`src/rtl/pl_pkg.sv`:
```
package pl_pkg;
  typedef enum logic [1:0] {
    PH_IDLE = 2'd0,
    PH_ADDR = 2'd1,
    PH_DATA = 2'd2
  } ph_e;
endpackage

```
`src/rtl/pl_deser.sv`:
```
module pl_deser #(
  parameter int DATA_W = 8
) (
  input  logic              clk,
  input  logic              rst,
  input  logic              clr_i,
  input  logic              en_i,
  input  logic              bit_i,
  output logic              byte_stb_o,
  output logic [DATA_W-1:0] byte_o,
  output logic              mid_byte_o
);
  localparam int BC_W = $clog2(DATA_W);

  logic [BC_W-1:0]   bcnt_q;
  logic [DATA_W-1:0] sr_q;

  assign byte_stb_o = en_i && (bcnt_q == BC_W'(DATA_W - 1));
  assign byte_o     = {sr_q[DATA_W-2:0], bit_i};
  assign mid_byte_o = (bcnt_q != '0);

  always_ff @(posedge clk) begin
    if (rst || clr_i) begin
      bcnt_q <= '0;
      sr_q   <= '0;
    end else if (en_i) begin
      sr_q <= byte_o;
      if (bcnt_q == BC_W'(DATA_W - 1)) bcnt_q <= '0;
      else                             bcnt_q <= bcnt_q + 1'b1;
    end
  end
endmodule

```
`src/rtl/pl_page_ram.sv`:
```
module pl_page_ram #(
  parameter int DATA_W = 8,
  parameter int PAGE_W = 8
) (
  input  logic              clk,
  input  logic              we_i,
  input  logic [PAGE_W-1:0] wr_idx_i,
  input  logic [DATA_W-1:0] wr_data_i,
  input  logic [PAGE_W-1:0] rd_idx_i,
  output logic [DATA_W-1:0] rd_data_o
);
  localparam int DEPTH = 1 << PAGE_W;

  logic [DATA_W-1:0] mem [DEPTH];

  always_ff @(posedge clk) begin
    if (we_i) mem[wr_idx_i] <= wr_data_i;
    rd_data_o <= mem[rd_idx_i];
  end
endmodule

```
`src/rtl/pl_mask.sv`:
```
module pl_mask #(
  parameter int PAGE_W = 8
) (
  input  logic              clk,
  input  logic              rst,
  input  logic              clr_i,
  input  logic              set_i,
  input  logic [PAGE_W-1:0] set_idx_i,
  input  logic [PAGE_W-1:0] rd_idx_i,
  output logic              rd_vld_o
);
  localparam int DEPTH = 1 << PAGE_W;

  logic [DEPTH-1:0] vld_q;

  always_ff @(posedge clk) begin
    if (rst || clr_i)  vld_q <= '0;
    else if (set_i)    vld_q[set_idx_i] <= 1'b1;
  end

  always_ff @(posedge clk) begin
    if (rst) rd_vld_o <= 1'b0;
    else     rd_vld_o <= vld_q[rd_idx_i];
  end
endmodule

```
`src/rtl/pl_ctrl.sv`:
```
module pl_ctrl
  import pl_pkg::*;
#(
  parameter int DATA_W = 8,
  parameter int ADDR_W = 24,
  parameter int SIG_W  = 20,
  parameter int PAGE_W = 8
) (
  input  logic                    clk,
  input  logic                    rst,
  input  logic                    start_i,
  input  logic                    cs_rise_i,
  input  logic                    byte_stb_i,
  input  logic [DATA_W-1:0]       byte_i,
  input  logic                    mid_byte_i,
  input  logic                    wen_i,
  input  logic                    prot_en_i,
  input  logic [SIG_W-PAGE_W-1:0] prot_lo_i,
  input  logic [SIG_W-PAGE_W-1:0] prot_hi_i,
  output logic                    active_o,
  output logic                    wr_en_o,
  output logic [PAGE_W-1:0]       wr_idx_o,
  output logic [DATA_W-1:0]       wr_data_o,
  output logic                    commit_o,
  output logic                    reject_o,
  output logic [SIG_W-PAGE_W-1:0] page_o,
  output logic [PAGE_W:0]         count_o
);
  localparam int DEPTH  = 1 << PAGE_W;
  localparam int CNT_W  = PAGE_W + 1;
  localparam int PG_W   = SIG_W - PAGE_W;
  localparam int ABYTES = ADDR_W / DATA_W;
  localparam int AB_W   = $clog2(ABYTES);

  ph_e               phase_q;
  logic [AB_W-1:0]   abyte_q;
  logic [ADDR_W-1:0] addr_q;
  logic [ADDR_W-1:0] addr_nx;
  logic [PAGE_W-1:0] ptr_q;
  logic [CNT_W-1:0]  cnt_q;
  logic [PG_W-1:0]   cur_page;
  logic              prot_hit;
  logic              accept;

  assign addr_nx  = {addr_q[ADDR_W-DATA_W-1:0], byte_i};
  assign cur_page = addr_q[SIG_W-1:PAGE_W];
  assign prot_hit = prot_en_i && (cur_page >= prot_lo_i) && (cur_page <= prot_hi_i);
  assign accept   = (phase_q == PH_DATA) && !mid_byte_i && (cnt_q != '0)
                    && wen_i && !prot_hit;

  assign active_o  = (phase_q != PH_IDLE);
  assign wr_en_o   = byte_stb_i && (phase_q == PH_DATA) && !start_i && !cs_rise_i;
  assign wr_idx_o  = ptr_q;
  assign wr_data_o = byte_i;

  always_ff @(posedge clk) begin
    if (rst) begin
      phase_q  <= PH_IDLE;
      abyte_q  <= '0;
      addr_q   <= '0;
      ptr_q    <= '0;
      cnt_q    <= '0;
      commit_o <= 1'b0;
      reject_o <= 1'b0;
      page_o   <= '0;
      count_o  <= '0;
    end else begin
      commit_o <= 1'b0;
      reject_o <= 1'b0;
      if (start_i) begin
        phase_q <= PH_ADDR;
        abyte_q <= '0;
        addr_q  <= '0;
        cnt_q   <= '0;
      end else if (cs_rise_i && active_o) begin
        phase_q  <= PH_IDLE;
        commit_o <= accept;
        reject_o <= !accept;
        page_o   <= cur_page;
        count_o  <= cnt_q;
      end else if (byte_stb_i) begin
        case (phase_q)
          PH_ADDR: begin
            addr_q <= addr_nx;
            if (abyte_q == AB_W'(ABYTES - 1)) begin
              phase_q <= PH_DATA;
              ptr_q   <= addr_nx[PAGE_W-1:0];
            end else begin
              abyte_q <= abyte_q + 1'b1;
            end
          end
          PH_DATA: begin
            ptr_q <= ptr_q + 1'b1;
            if (cnt_q != CNT_W'(DEPTH)) cnt_q <= cnt_q + 1'b1;
          end
          default: ;
        endcase
      end
    end
  end


  commit_after_cs_chk: assert property (@(posedge clk) disable iff (rst)
    commit_o |-> $past(cs_rise_i));

  outcome_excl_chk: assert property (@(posedge clk) disable iff (rst)
    $onehot0({commit_o, reject_o}));

  midbyte_abort_chk: assert property (@(posedge clk) disable iff (rst)
    (cs_rise_i && active_o && mid_byte_i && !start_i) |=> (reject_o && !commit_o));

  commit_nonempty_chk: assert property (@(posedge clk) disable iff (rst)
    commit_o |-> (count_o != '0 && count_o <= CNT_W'(DEPTH)));

  wen_gate_chk: assert property (@(posedge clk) disable iff (rst)
    (cs_rise_i && active_o && !wen_i && !start_i) |=> !commit_o);

  idle_quiet_chk: assert property (@(posedge clk) disable iff (rst)
    (!active_o && !start_i) |=> ($stable(cnt_q) && !commit_o && !reject_o));
endmodule

```
`src/rtl/page_loader.sv`:
```
module page_loader #(
  parameter int DATA_W = 8,
  parameter int ADDR_W = 24,
  parameter int SIG_W  = 20,
  parameter int PAGE_W = 8
) (
  input  logic                    clk,
  input  logic                    rst,
  input  logic                    start_i,
  input  logic                    bit_stb_i,
  input  logic                    bit_i,
  input  logic                    cs_rise_i,
  input  logic                    wen_i,
  input  logic                    prot_en_i,
  input  logic [SIG_W-PAGE_W-1:0] prot_lo_i,
  input  logic [SIG_W-PAGE_W-1:0] prot_hi_i,
  input  logic [PAGE_W-1:0]       rd_idx_i,
  output logic                    commit_o,
  output logic                    reject_o,
  output logic [SIG_W-PAGE_W-1:0] commit_page_o,
  output logic [PAGE_W:0]         commit_count_o,
  output logic [DATA_W-1:0]       rd_data_o,
  output logic                    rd_vld_o
);
  logic              active;
  logic              byte_stb;
  logic [DATA_W-1:0] byte_v;
  logic              mid_byte;
  logic              wr_en;
  logic [PAGE_W-1:0] wr_idx;
  logic [DATA_W-1:0] wr_data;

  pl_deser #(.DATA_W(DATA_W)) u_deser (
    .clk        (clk),
    .rst        (rst),
    .clr_i      (start_i),
    .en_i       (bit_stb_i && active && !start_i),
    .bit_i      (bit_i),
    .byte_stb_o (byte_stb),
    .byte_o     (byte_v),
    .mid_byte_o (mid_byte)
  );

  pl_ctrl #(
    .DATA_W(DATA_W), .ADDR_W(ADDR_W), .SIG_W(SIG_W), .PAGE_W(PAGE_W)
  ) u_ctrl (
    .clk        (clk),
    .rst        (rst),
    .start_i    (start_i),
    .cs_rise_i  (cs_rise_i),
    .byte_stb_i (byte_stb),
    .byte_i     (byte_v),
    .mid_byte_i (mid_byte),
    .wen_i      (wen_i),
    .prot_en_i  (prot_en_i),
    .prot_lo_i  (prot_lo_i),
    .prot_hi_i  (prot_hi_i),
    .active_o   (active),
    .wr_en_o    (wr_en),
    .wr_idx_o   (wr_idx),
    .wr_data_o  (wr_data),
    .commit_o   (commit_o),
    .reject_o   (reject_o),
    .page_o     (commit_page_o),
    .count_o    (commit_count_o)
  );

  pl_page_ram #(.DATA_W(DATA_W), .PAGE_W(PAGE_W)) u_ram (
    .clk       (clk),
    .we_i      (wr_en),
    .wr_idx_i  (wr_idx),
    .wr_data_i (wr_data),
    .rd_idx_i  (rd_idx_i),
    .rd_data_o (rd_data_o)
  );

  pl_mask #(.PAGE_W(PAGE_W)) u_mask (
    .clk       (clk),
    .rst       (rst),
    .clr_i     (start_i),
    .set_i     (wr_en),
    .set_idx_i (wr_idx),
    .rd_idx_i  (rd_idx_i),
    .rd_vld_o  (rd_vld_o)
  );
endmodule

```
`config.mk`:
```
export PLATFORM = sky130hd
export DESIGN_NAME = page_loader
export DESIGN_NICKNAME = d
export VERILOG_FILES = /design/src/rtl/pl_pkg.sv /design/src/rtl/pl_deser.sv /design/src/rtl/pl_page_ram.sv /design/src/rtl/pl_mask.sv /design/src/rtl/pl_ctrl.sv /design/src/rtl/page_loader.sv
export SDC_FILE = /design/constraint.sdc
export NUM_CORES = 2
export LEC_CHECK = 0
export BUFFER_PORTS_ARGS = -buffer_cell sky130_fd_sc_hd__buf_2
export CORE_MARGIN = 5
export CORE_UTILIZATION = 44
export DETAILED_ROUTE_END_ITERATION = 16
export PLACE_DENSITY = 0.67
export SYNTH_ARGS = -nofsm -noshare
export SYNTH_HDL_FRONTEND = slang
export SYNTH_SLANG_ARGS = --single-unit
```
`constraint.sdc`:
```
create_clock -name clk -period 4.4 [get_ports clk]
set_input_delay 0.88 -clock clk [delete_from_list [all_inputs] [get_ports clk]]
set_output_delay 0.88 -clock clk [all_outputs]
set_load 0.005 [all_outputs]
```
==> results.md <==
- Status: complete, no violations
- Register area share after synthesis: 0.740
- F_max: 280 MHz
- Worst rel slew slack: 0.176
- WP data required: 4.98 ns
- Gr ovfl total: 0
- Largest net degree at the start of global routing: 185
- CTS tree: yes
- Starting density of the core: 0.441
- Syn nets: 4,646
- Share of cells above drive strength 1: 0.301
- Crit path time final: 3.57 ns
- Hold buffers post-CTS: 0
- Full die area: 0.219 mm^2
- Peak supply drop: 0.337 mV
- Slew @ Worst Pin: 1.24 ns
- Total Nets Final: 5,121
- Clk Tree Root Cell: clkbuf_16
- Post-synth ARST share: 0
- Most used DFF post-synth: edfxtp_1
- CP Max Fanout: 13
- Min Hold Slack: 0.398 ns
- LEAKAGE: 0.0337 uW
- Die Height: 468 um
- Total number of vias: 46,900
- Synth Cell Area: 0.0922 mm^2
- DRC Markers: 0
- Most common library cell in the layout ignoring fill and taps: edfxtp_1
- Fin. max-slew vios: 0
- Drt via density: 5.82
- H-Tree Level Count: 4
- Syn avg cell area: 20.2 um^2
- Detailed Route WL: 224 mm
- Final period util: 0.811
- Clk slew on worst S/H paths: 0.06 ns
- Most frequent cells in the layout: 2,048 x edfxtp_1, 668 x mux4_2, 409 x buf_4, 332 x dfxtp_1, 299 x nor2_1
- Synth Instances: 4,569
- Placed wire-length estimate: 141 mm
- CP startpoint kind: register
- Post_cts resized: 0
- Worst path arrival time: 4.15 ns
- Max-Cap Viols: 0
- Area growth syn-to-layout: 15.5%
- Iteration count of the initial detailed-routing pass: 6
- Power per cell area: 432 mW/mm^2
- I/O Pins: 72
- TNS Setup: 0 ns
- Detail Route Antenna Nets: 0
- DR WL/cell: 27.8 um
- Worst-Skew Late Latency: 0.88 ns
- RSZ-0062 raised after global routing: no
- Setup-failing EPs final: 0
- Post-synthesis register bit count: 2,387
- # fillers: 16,300
- Gp weighted congestion: 0.842
- Yosys warnings: 0
- Clock sink total: 2,387
- Antenna violations before repair: 12
- First-pass GRT wire length: 329 mm
- Cell row count: 168
- Clock Tree Buf Depth: 3
- GRT Overall Usage: 0.204
- Post-CTS Setup Bufs: 0
- First-iteration detailed-routing DRC count: 5,307
- Vias in the first global route: 47,300
- Final core utilization: 0.509
- Setup Crit Path Kind: register to register
- Die extent in x: 468 um
- Yosys cell types: 59
- Final Hold Viols: 0
- CTS Buf Count: 232
- Core Region: 0.209 mm^2
- Worst Hold Class: primary input to register
- Port buffer count: 71
- Number of synthesized flops with an enable pin: 2,048
- CP Capture Type: register
- Final Skew: 0.0614 ns
[per-stage QoR]
stage	instance area, um^2	worst slack, ns	std cells	total power [uW]
6_report	107000	0.832	8063	46000
5_1_grt	107000	0.646	8060	47300
4_1_cts	107000	0.848	8059	46300
3_5_place_dp	98500	0.257	7615	26000
3_3_place_gp	98500	0.255	7615	26000
2_1_floorplan	92200	0.0917	4569	25500
[layer usage]
metal / up-vias / share of wire / GRT usage
met2: 2004 / 0.49 / 0.329
met1: 24900 / 0.41 / 0.286
li1: 19700 / - / -
met5: - / 0.00016 / 0
met3: 332 / 0.077 / 0.0385
met4: 6 / 0.028 / 0.0608
[state kept, by name (all words and copies together) (netlist names)]
register	count
u_mask.vld_q	256
u_ctrl.abyte_q	2
u_ctrl.wr_idx_o	8
u_ctrl.phase_q	2
u_ctrl.page_o	12
u_ctrl.reject_o	1
u_ctrl.count_o	9
u_ctrl.cnt_q	9
u_deser.sr_q	7
u_ram.mem	2048
u_ctrl.addr_q	20
u_deser.bcnt_q	3
u_ctrl.commit_o	1
u_ram.rd_data_o	8
u_mask.rd_vld_o	1
[cell type report]
class,instances,area [um^2],share of cell area
multi-input combinational,1872,22300,0.210
sequential,2387,68300,0.641
antenna,4,10.0,0.0000940
clock inverter,125,1500,0.0141
inverter,37,144,0.00135
clock buffer,319,6530,0.0613
timing repair buffer,514,4180,0.0392
tap,2805,3510,0.0329
[kinds of logic after synthesis]
family	count (synthesis)	synth area share
and+or+nand+nor	602	0.0283
DFF	2387	0.740
buffers and inverters	310	0.0178
muxes	749	0.172
xor gates and xnor gates	7	0.000665
AOI/OAI and AO/OA	477	0.0361
adders and majority gates	37	0.00502
[critical path, cell delays in order (launching register included)]
cell and delay [ns]:
dfxtp_1 0.35, inv_1 0.09, ha_1 0.22, nand2b_1 0.18
nor3b_2 0.33, nand3b_1 0.48, nor3b_1 0.36, buf_4 0.18
nand2_1 0.43, nor2_1 0.44, buf_4 0.23
[synthesized netlist by cell type, types with 4 or more instances]
library cell | count | area share
nand4b_1 | 4 | 0.00038
clkbuf_1 | 124 | 0.0050
o22a_1 | 8 | 0.00076
o22ai_1 | 46 | 0.0031
nor4b_1 | 4 | 0.00038
a31oi_1 | 5 | 0.00034
edfxtp_1 | 2048 | 0.67
o221ai_1 | 5 | 0.00047
and2_1 | 7 | 0.00047
nand4_1 | 19 | 0.0013
nor3_1 | 16 | 0.00087
nand2b_1 | 9 | 0.00061
a21o_1 | 7 | 0.00057
a22oi_1 | 17 | 0.0014
nor2_1 | 300 | 0.012
buf_4 | 36 | 0.0029
mux4_2 | 668 | 0.16
nand3_1 | 17 | 0.00092
a211oi_1 | 18 | 0.0015
and3_1 | 4 | 0.00027
o21ai_0 | 15 | 0.00081
nand3b_1 | 4 | 0.00033
dfxtp_1 | 339 | 0.074
buf_1 | 14 | 0.00057
xor2_1 | 4 | 0.00038
mux2i_1 | 79 | 0.0086
nor2b_1 | 11 | 0.00075
or3_1 | 5 | 0.00034
ha_1 | 37 | 0.0050
nand2_1 | 170 | 0.0069
nor3b_1 | 5 | 0.00041
inv_1 | 37 | 0.0015
nor4_1 | 9 | 0.00061
o21a_1 | 257 | 0.021
a32oi_1 | 5 | 0.00047
a21oi_1 | 78 | 0.0042
buf_2 | 67 | 0.0036
buf_6 | 28 | 0.0034
or4_1 | 9 | 0.00073
[final timing paths]
check                                 start  slack [ns]                             to  depth (start not counted)
min                               prot_en_i        0.40     u_ctrl.reject_o$_SDFF_PP0_                          3
max reg2reg  u_ctrl.phase_q[0]$_SDFFE_PP0P_        0.83    u_ram.mem[152][2]$_DFFE_PP_                         10
max          u_ctrl.phase_q[0]$_SDFFE_PP0P_        0.83    u_ram.mem[152][2]$_DFFE_PP_                         10
min reg2reg   u_ctrl.addr_q[1]$_SDFFE_PP0P_        0.45  u_ctrl.addr_q[9]$_SDFFE_PP0P_                          2
[power by group]
group | switching [uW] | internal [uW] | leakage [uW]
clock network | 8610 | 11900 | 0.00392
registers | 21.8 | 24300 | 0.0209
logic | 713 | 473 | 0.00888
(Power assumes the default switching activity.)
